===== src/rtl/wake_pkg.sv =====
package wake_pkg;
    localparam int ED_BIT  = 0;
    localparam int WOL_BIT = 1;

    localparam int ADR_STAT = 0;
    localparam int ADR_IEN  = 1;
    localparam int ADR_PMC  = 2;

    localparam int PMC_STS0 = 0;
    localparam int PMC_EN0  = 4;
    localparam int PMC_POL  = 8;

    typedef enum logic {
        WK_CLEAR   = 1'b0,
        WK_LATCHED = 1'b1
    } wake_state_e;
endpackage


===== src/rtl/phy_src_flags.sv =====
module phy_src_flags
    import wake_pkg::*;
#(
    parameter int NSRC = 8,
    parameter int NWOL = 4
) (
    input  logic            clk,
    input  logic            rst_n,
    input  logic [NSRC-1:0] cause_i,
    input  logic [NWOL-1:0] wol_hit_i,
    input  logic            energy_i,
    input  logic            edpd_en_i,
    input  logic [NSRC-1:0] clr_i,
    input  logic [NSRC-1:0] mask_i,
    output logic [NSRC-1:0] flags_o,
    output logic            irq_o
);
    logic [NSRC-1:0] set_vec;
    logic [NSRC-1:0] flags_q;

    always_comb begin
        set_vec          = cause_i;
        set_vec[ED_BIT]  = cause_i[ED_BIT] | (edpd_en_i & energy_i);
        set_vec[WOL_BIT] = cause_i[WOL_BIT] | (|wol_hit_i);
    end

    // Set has priority over write-one-clear.
    always_ff @(posedge clk or negedge rst_n) begin
        if (!rst_n) flags_q <= '0;
        else        flags_q <= (flags_q & ~clr_i) | set_vec;
    end

    assign flags_o = flags_q;
    assign irq_o   = |(flags_q & mask_i);

    // a cause seen at an edge is held in the flags afterwards.
    assert_set_wins_R2: assert property (@(posedge clk) disable iff (!rst_n)
        $past(rst_n) |-> ((flags_q & $past(set_vec)) == $past(set_vec)));

    // energy with the enable set always reaches the energy-on flag.
    assert_energy_level_R3: assert property (@(posedge clk) disable iff (!rst_n)
        (edpd_en_i && energy_i) |=> flags_q[ED_BIT]);
endmodule


===== src/rtl/wake_latch.sv =====
module wake_latch
    import wake_pkg::*;
(
    input  logic clk,
    input  logic rst_n,
    input  logic irq_i,
    input  logic clr_i,
    output logic sts_o
);
    wake_state_e state_q, state_d;

    always_comb begin
        state_d = state_q;
        unique case (state_q)
            WK_CLEAR:   if (irq_i)                state_d = WK_LATCHED;
            WK_LATCHED: if (clr_i && !irq_i)      state_d = WK_CLEAR;
            default:                              state_d = WK_CLEAR;
        endcase
    end

    always_ff @(posedge clk or negedge rst_n) begin
        if (!rst_n) state_q <= WK_CLEAR;
        else        state_q <= state_d;
    end

    always_comb sts_o = (state_q == WK_LATCHED);

    assert_arm_R7: assert property (@(posedge clk) disable iff (!rst_n)
        irq_i |=> state_q == WK_LATCHED);

    assert_sticky_R7: assert property (@(posedge clk) disable iff (!rst_n)
        (state_q == WK_LATCHED && !clr_i) |=> state_q == WK_LATCHED);
endmodule


===== src/rtl/wake_event_aggr.sv =====
module wake_event_aggr
    import wake_pkg::*;
#(
    parameter int NSRC      = 8,
    parameter int NWOL      = 4,
    parameter int DW        = 32,
    parameter int AW        = 4,
    parameter int IRQ_A_BIT = 26
) (
    input  logic            clk,
    input  logic            rst_n,
    input  logic            host_we,
    input  logic [AW-1:0]   host_addr,
    input  logic [DW-1:0]   host_wdata,
    output logic [DW-1:0]   host_rdata,
    input  logic [NSRC-1:0] cause_a_i,
    input  logic [NWOL-1:0] wol_a_i,
    input  logic            energy_a_i,
    input  logic [NSRC-1:0] cause_b_i,
    input  logic [NWOL-1:0] wol_b_i,
    input  logic            energy_b_i,
    output logic            irq_o,
    output logic            pme_o
);
    localparam int NPORT = 2;
    localparam int STRIDE = 4;

    logic [NSRC-1:0] cause_v  [NPORT];
    logic [NWOL-1:0] wol_v    [NPORT];
    logic            energy_v [NPORT];
    logic [NSRC-1:0] flags_v  [NPORT];
    logic [NSRC-1:0] mask_q   [NPORT];
    logic            edpd_q   [NPORT];
    logic [NPORT-1:0] phy_irq, stat_q, ien_q, wen_q, wsts;
    logic            pol_q;

    assign cause_v[0] = cause_a_i;  assign cause_v[1] = cause_b_i;
    assign wol_v[0]   = wol_a_i;    assign wol_v[1]   = wol_b_i;
    assign energy_v[0] = energy_a_i; assign energy_v[1] = energy_b_i;

    logic pmc_wr, ien_wr;
    assign pmc_wr = host_we && (host_addr == AW'(ADR_PMC));
    assign ien_wr = host_we && (host_addr == AW'(ADR_IEN));

    for (genvar p = 0; p < NPORT; p++) begin : g_port
        localparam int BASE = STRIDE * (p + 1);
        logic flg_wr, msk_wr, ctl_wr;
        logic [NSRC-1:0] clr;

        assign flg_wr = host_we && (host_addr == AW'(BASE));
        assign msk_wr = host_we && (host_addr == AW'(BASE + 1));
        assign ctl_wr = host_we && (host_addr == AW'(BASE + 2));
        assign clr    = flg_wr ? host_wdata[NSRC-1:0] : '0;

        always_ff @(posedge clk or negedge rst_n) begin
            if (!rst_n) begin
                mask_q[p] <= '0;
                edpd_q[p] <= 1'b0;
            end else begin
                if (msk_wr) mask_q[p] <= host_wdata[NSRC-1:0];
                if (ctl_wr) edpd_q[p] <= host_wdata[0];
            end
        end

        phy_src_flags #(.NSRC(NSRC), .NWOL(NWOL)) u_flags (
            .clk       (clk),
            .rst_n     (rst_n),
            .cause_i   (cause_v[p]),
            .wol_hit_i (wol_v[p]),
            .energy_i  (energy_v[p]),
            .edpd_en_i (edpd_q[p]),
            .clr_i     (clr),
            .mask_i    (mask_q[p]),
            .flags_o   (flags_v[p]),
            .irq_o     (phy_irq[p])
        );

        wake_latch u_wake (
            .clk   (clk),
            .rst_n (rst_n),
            .irq_i (phy_irq[p]),
            .clr_i (pmc_wr && host_wdata[PMC_STS0 + p]),
            .sts_o (wsts[p])
        );
    end

    always_ff @(posedge clk or negedge rst_n) begin
        if (!rst_n) begin
            stat_q <= '0;
            ien_q  <= '0;
            wen_q  <= '0;
            pol_q  <= 1'b0;
        end else begin
            stat_q <= phy_irq;
            if (ien_wr) ien_q <= host_wdata[IRQ_A_BIT +: NPORT];
            if (pmc_wr) begin
                wen_q <= host_wdata[PMC_EN0 +: NPORT];
                pol_q <= host_wdata[PMC_POL];
            end
        end
    end

    assign irq_o = |(stat_q & ien_q);
    assign pme_o = (|(wsts & wen_q)) ^ pol_q;

    always_comb begin
        host_rdata = '0;
        if (host_addr == AW'(ADR_STAT)) begin
            host_rdata[IRQ_A_BIT +: NPORT] = stat_q;
        end else if (host_addr == AW'(ADR_IEN)) begin
            host_rdata[IRQ_A_BIT +: NPORT] = ien_q;
        end else if (host_addr == AW'(ADR_PMC)) begin
            host_rdata[PMC_STS0 +: NPORT] = wsts;
            host_rdata[PMC_EN0 +: NPORT]  = wen_q;
            host_rdata[PMC_POL]           = pol_q;
        end else begin
            for (int p = 0; p < NPORT; p++) begin
                if (host_addr == AW'(STRIDE * (p + 1)))     host_rdata[NSRC-1:0] = flags_v[p];
                if (host_addr == AW'(STRIDE * (p + 1) + 1)) host_rdata[NSRC-1:0] = mask_q[p];
                if (host_addr == AW'(STRIDE * (p + 1) + 2)) host_rdata[0]        = edpd_q[p];
            end
        end
    end

    // a port interrupt reaches its global status bit one clock later.
    assert_stat_follows_R5: assert property (@(posedge clk) disable iff (!rst_n)
        phy_irq[0] |=> stat_q[0]);
    assert_stat_follows_b_R5: assert property (@(posedge clk) disable iff (!rst_n)
        phy_irq[1] |=> stat_q[1]);

    // the wake output leaves its idle level only with a latched port.
    assert_pme_needs_wake_R8: assert property (@(posedge clk) disable iff (!rst_n)
        (pme_o != pol_q) |-> (|wsts));

    // the request pin needs a set global status bit.
    assert_irq_needs_stat_R6: assert property (@(posedge clk) disable iff (!rst_n)
        irq_o |-> (|stat_q));
endmodule


===== config.mk =====
export PLATFORM = sky130hd
export DESIGN_NAME = wake_event_aggr
export DESIGN_NICKNAME = d
export VERILOG_FILES = /design/src/rtl/wake_pkg.sv /design/src/rtl/phy_src_flags.sv /design/src/rtl/wake_latch.sv /design/src/rtl/wake_event_aggr.sv
export SDC_FILE = /design/constraint.sdc
export NUM_CORES = 1
export LEC_CHECK = 0
export BUFFER_PORTS_ARGS = -buffer_cell sky130_fd_sc_hd__buf_4
export CORE_MARGIN = 4
export CORE_UTILIZATION = 50
export CTS_BUF_LIST = sky130_fd_sc_hd__clkbuf_8
export DETAILED_ROUTE_END_ITERATION = 10
export GPL_TIMING_DRIVEN = 0
export HOLD_SLACK_MARGIN = 0.05
export PLACE_DENSITY = 0.8
export SLEW_MARGIN = 20
export SYNTH_ARGS = -nofsm -noshare
export SYNTH_HDL_FRONTEND = slang
export SYNTH_HIERARCHICAL = 1
export SYNTH_SLANG_ARGS = --single-unit

===== constraint.sdc =====
create_clock -name clk -period 1.3 [get_ports clk]
set_input_delay 0.195 -clock clk [delete_from_list [all_inputs] [get_ports clk]]
set_output_delay 0.195 -clock clk [all_outputs]
set_load 0.01 [all_outputs]

==> qor.csv <==
metric;value;unit
run_status;finished with violations;
violated_checks;negative setup slack;
clockPowerShare;25.7;%
htree_num_levels;2;
power.density_cell_area;984;nW/µm²
post_layout_nonfiller_instances;413;
post_drt_wl_per_cell;17.1;µm
p_sw;1.07;mW
global_route_wire_length_before_repair;11.3;mm
synthXorXnorAreaFrac;0.349;%
placement.cell_area;3100;µm²
drcViolationCount;0;
synthCells;237;
layout_setup_ws;-541;ps
static_leakage;1.60;nW
vias;2263;
finalPower;3.52;mW
detail_route.wirelength;7.07;mm
clock_tree_from_tritoncts;done;
hold_depth;2;
first_global_vias;2309;
switching_fraction_of_total_power;30.3;%
start_point_of_the_critical_path;g_port[1].u_flags/flags_o[0];
place_hpwl;4.46;mm
yosys_warnings;6;
final_min_period_over_clock_period;142;%
cap_viol_max_count;0;
detailedRoute.firstPassIterationCount;4;
cts_made_buffers;5;
synth_area;2510;µm²
post_synth_num_cell_types;47;
worst_path_max_delay_cell;sky130_fd_sc_hd__dfrtp_1;
r2r_slack;40;ps
cts_root_buf;sky130_fd_sc_hd__clkbuf_8;
ant_nets;0;
relative_area_change_from_synthesis_to_final_layout;42.8;%
final_layout_size_suffix_gt1_share;45.1;%
clock_latency;300;ps
critPathArrivalTime;1650;ps
cp_max_fo;2;
cts.clk_slew.worst_paths;90;ps
transition_time_at_the_pin_with_the_least_slew_margin;538;ps
holdCritPathClass;input port to flip-flop;
placed_cells_incl_taps;380;
peak_supply_drop;843;µV
grt.overflow.total;0;
power.internal;2.46;mW
worstPathRequired;1110;ps
fin_nets;410;
setup_violations;11;
clock-skew-final;8.08;ps
finalHoldViolCount;0;
timing.rr.start;g_port[1].u_flags/flags_o[6];
post-route-cell-area;3580;µm²
power.share.combinational;26.6;%
fmaxAchievable;0.543;GHz
drtIter0Drc;142;
crit_chain;o21ai_1, o22ai_1, nand2b_1, a222oi_1, buf_4;
number_of_antenna_repair_diodes;0;
hold-worst-slack;61.7;ps
cts_max_path_buffers;2;
async_reset_ff_share;100;%
synth_sequential_area_ratio;42.9;%
antenna_found_initial;0;
row_count;25;
io_pins;99;
track_usage;23.1;%
post_synth_edffs;0;
grt_start_max_net_pins;44;
synthMuxAreaShare;11.5;%
finalWeightedCongestion;0.963;
grt_setup_unrepaired;yes;
fin_crit;1840;ps
max-slew-margin-rel;64.1;%
final_core_utilization;74.8;%
setup.worst_path.start_class;flip-flop;
postSynthAreaPerCell;10.6;µm²
setup.worst_path.end;host_rdata[0];
r2r-end;g_port[1].u_wake/sts_o;
viasPerCell;5.48;
yosys.area_share.simple;16.7;%
ys_dominant_reg_cell;sky130_fd_sc_hd__dfrtp_1;
placeable_core_region;4790;µm²
timing_worst_setup_path_type;flip-flop to output port;
worst_setup_path_end_kind;output port;
critical-path-max-stage-delay;370;ps
clock_sink_count;43;
synth-adder-area-share;0;%
postSynthRegisterBits;43;
synthesized_area_fraction_occupied_by_ao_oa_aoi_and_oai_cells;17.4;%
maxSlewViolCount;0;
start_util;52.4;%
reg2regPathDepth;4;
number_of_buffer_cells_added_on_primary_ports;56;
seqPwrFrac;47.7;%
synth_top_family_by_area;compound AO/OA/AOI/OAI gates;
dieWidth;78.8;µm
die_h;78.8;µm
dieArea;6210;µm²
## layout by cell type (no fill, tap or decap), drive strengths merged, types with 2 or more instances in the layout
cell,count
conb,21
a21o,14
and2,14
buf,108
o31ai,2
nor2b,4
o22ai,2
a32oi,2
a21oi,8
nor4,6
nor3,5
a22oi,17
clkbuf,6
nand3,4
o32ai,2
mux2i,4
nor3b,3
inv,19
a211oi,2
dfrtp,43
nand2b,6
o21ai,6
nor2,11
nand2,2
a221o,2
mux2,22
nand4,2
## sequential cells by signal (all words and copies together) (netlist names)
register                count
edpd_q                      2
stat_q                      2
ien_q                       2
g_port.u_flags/flags_o     16
g_port.u_wake/sts_o         2
wen_q                       2
mask_q                     16
pol_q                       1
## worst min path at each step
| stage | from | slack (ps) | to |
|---|---|---|---|
| final | cause_b_i[4] | 60 | g_port[1].u_flags/flags_o[4] |
| after global routing | cause_b_i[4] | 60 | g_port[1].u_flags/flags_o[4] |
| after CTS | cause_b_i[4] | 60 | g_port[1].u_flags/flags_o[4] |
| after detailed placement | rst_n | 210 | g_port[1].u_flags/flags_o[7] |
| after global placement | rst_n | 210 | g_port[1].u_flags/flags_o[7] |
| after floorplan | rst_n | -100 | edpd_q[0] |
## critical path, delay by kind of cell (launching register included)
family,cells,cell delay [ps]
AOI/OAI and AO/OA,3,700
DFF,1,370
buffers and inverters,1,190
and+or+nand+nor,1,100
## layer usage
metal	part of all wire, %	vias to the layer above	track usage (%)
met5	0	-	0
met1	38	1093	29.2
met4	2.2	0	8.42
li1	-	1028	-
met3	8.7	23	5.22
met2	51	119	38.6
## repair_timing
item | 4_1_cts | 5_1_grt
pin swaps | 13 | 13
hold endpoints to repair | 43 | 0
setup buffers | 21 | 5
hold buffers | 1 | 0
gates resized for setup | 30 | 16
endpoints found under the setup margin | 17 | 26
## cell usage after synthesis, types with 2 or more instances
library cell               number  share of area, %
sky130_fd_sc_hd__nor3_2         2              0.80
sky130_fd_sc_hd__buf_2          2              0.40
sky130_fd_sc_hd__a211oi_2       2               1.0
sky130_fd_sc_hd__a21o_1        14               4.2
sky130_fd_sc_hd__mux2i_1        4               1.6
sky130_fd_sc_hd__a221o_1        2              0.80
sky130_fd_sc_hd__dfrtp_1       43                43
sky130_fd_sc_hd__o21ai_0        4              0.80
sky130_fd_sc_hd__a21oi_1        8               1.6
sky130_fd_sc_hd__buf_4         24               7.2
sky130_fd_sc_hd__nor2b_1        3              0.75
sky130_fd_sc_hd__nor3_1         3              0.60
sky130_fd_sc_hd__nor2_1         6              0.90
sky130_fd_sc_hd__inv_1         18               2.7
sky130_fd_sc_hd__o21ai_1        2              0.40
sky130_fd_sc_hd__and2_1        14               3.5
sky130_fd_sc_hd__nand3_1        3              0.60
sky130_fd_sc_hd__nor3b_1        3              0.90
sky130_fd_sc_hd__mux2_1        21               9.4
sky130_fd_sc_hd__nor2_8         2               1.6
sky130_fd_sc_hd__o31ai_1        2              0.60
sky130_fd_sc_hd__nand2b_1       5               1.2
sky130_fd_sc_hd__a22oi_1       17               5.1
sky130_fd_sc_hd__a32oi_1        2              0.70
sky130_fd_sc_hd__nor2_4         2              0.90
sky130_fd_sc_hd__nand4_1        2              0.50
sky130_fd_sc_hd__nor4_1         6               1.5
sky130_fd_sc_hd__o22ai_1        2              0.50
## logic make-up after synthesis
kind of cell	Yosys count
buffers and inverters	47
other	1
xor gates and xnor gates	1
AOI/OAI and AO/OA	59
muxes	26
DFF	43
and+or+nand+nor	60
## area by class of cell
type                    count  area (µm²)
multi-input cells         167        1370
fillers                   327        1210
flip-flops and latches     43        1080
repair buffers             82         662
plain buffers              27         213
well taps                  67        83.8
clock buffers               6        82.6
inverters                  19        76.3
clock inverters             2        16.3
## metrics by stage
stage / TNS, ps / worst slack, ps
2_1_floorplan: -4.48 / -2.26
3_3_place_gp: -8090 / -351
3_5_place_dp: -8680 / -370
4_1_cts: -2120 / -429
5_1_grt: -3250 / -594
6_report: -2480 / -541
## power by group through the flow
stage               clock [mW]  sequential [mW]  combinational [mW]
floorplan                    0             1.63               0.478
global placement             0             1.67               0.749
detailed placement           0             1.68               0.765
CTS                      0.926             1.66               0.873
global route             0.976             1.70                1.02
finish                   0.906             1.68               0.937
(Power assumes the default switching activity.)
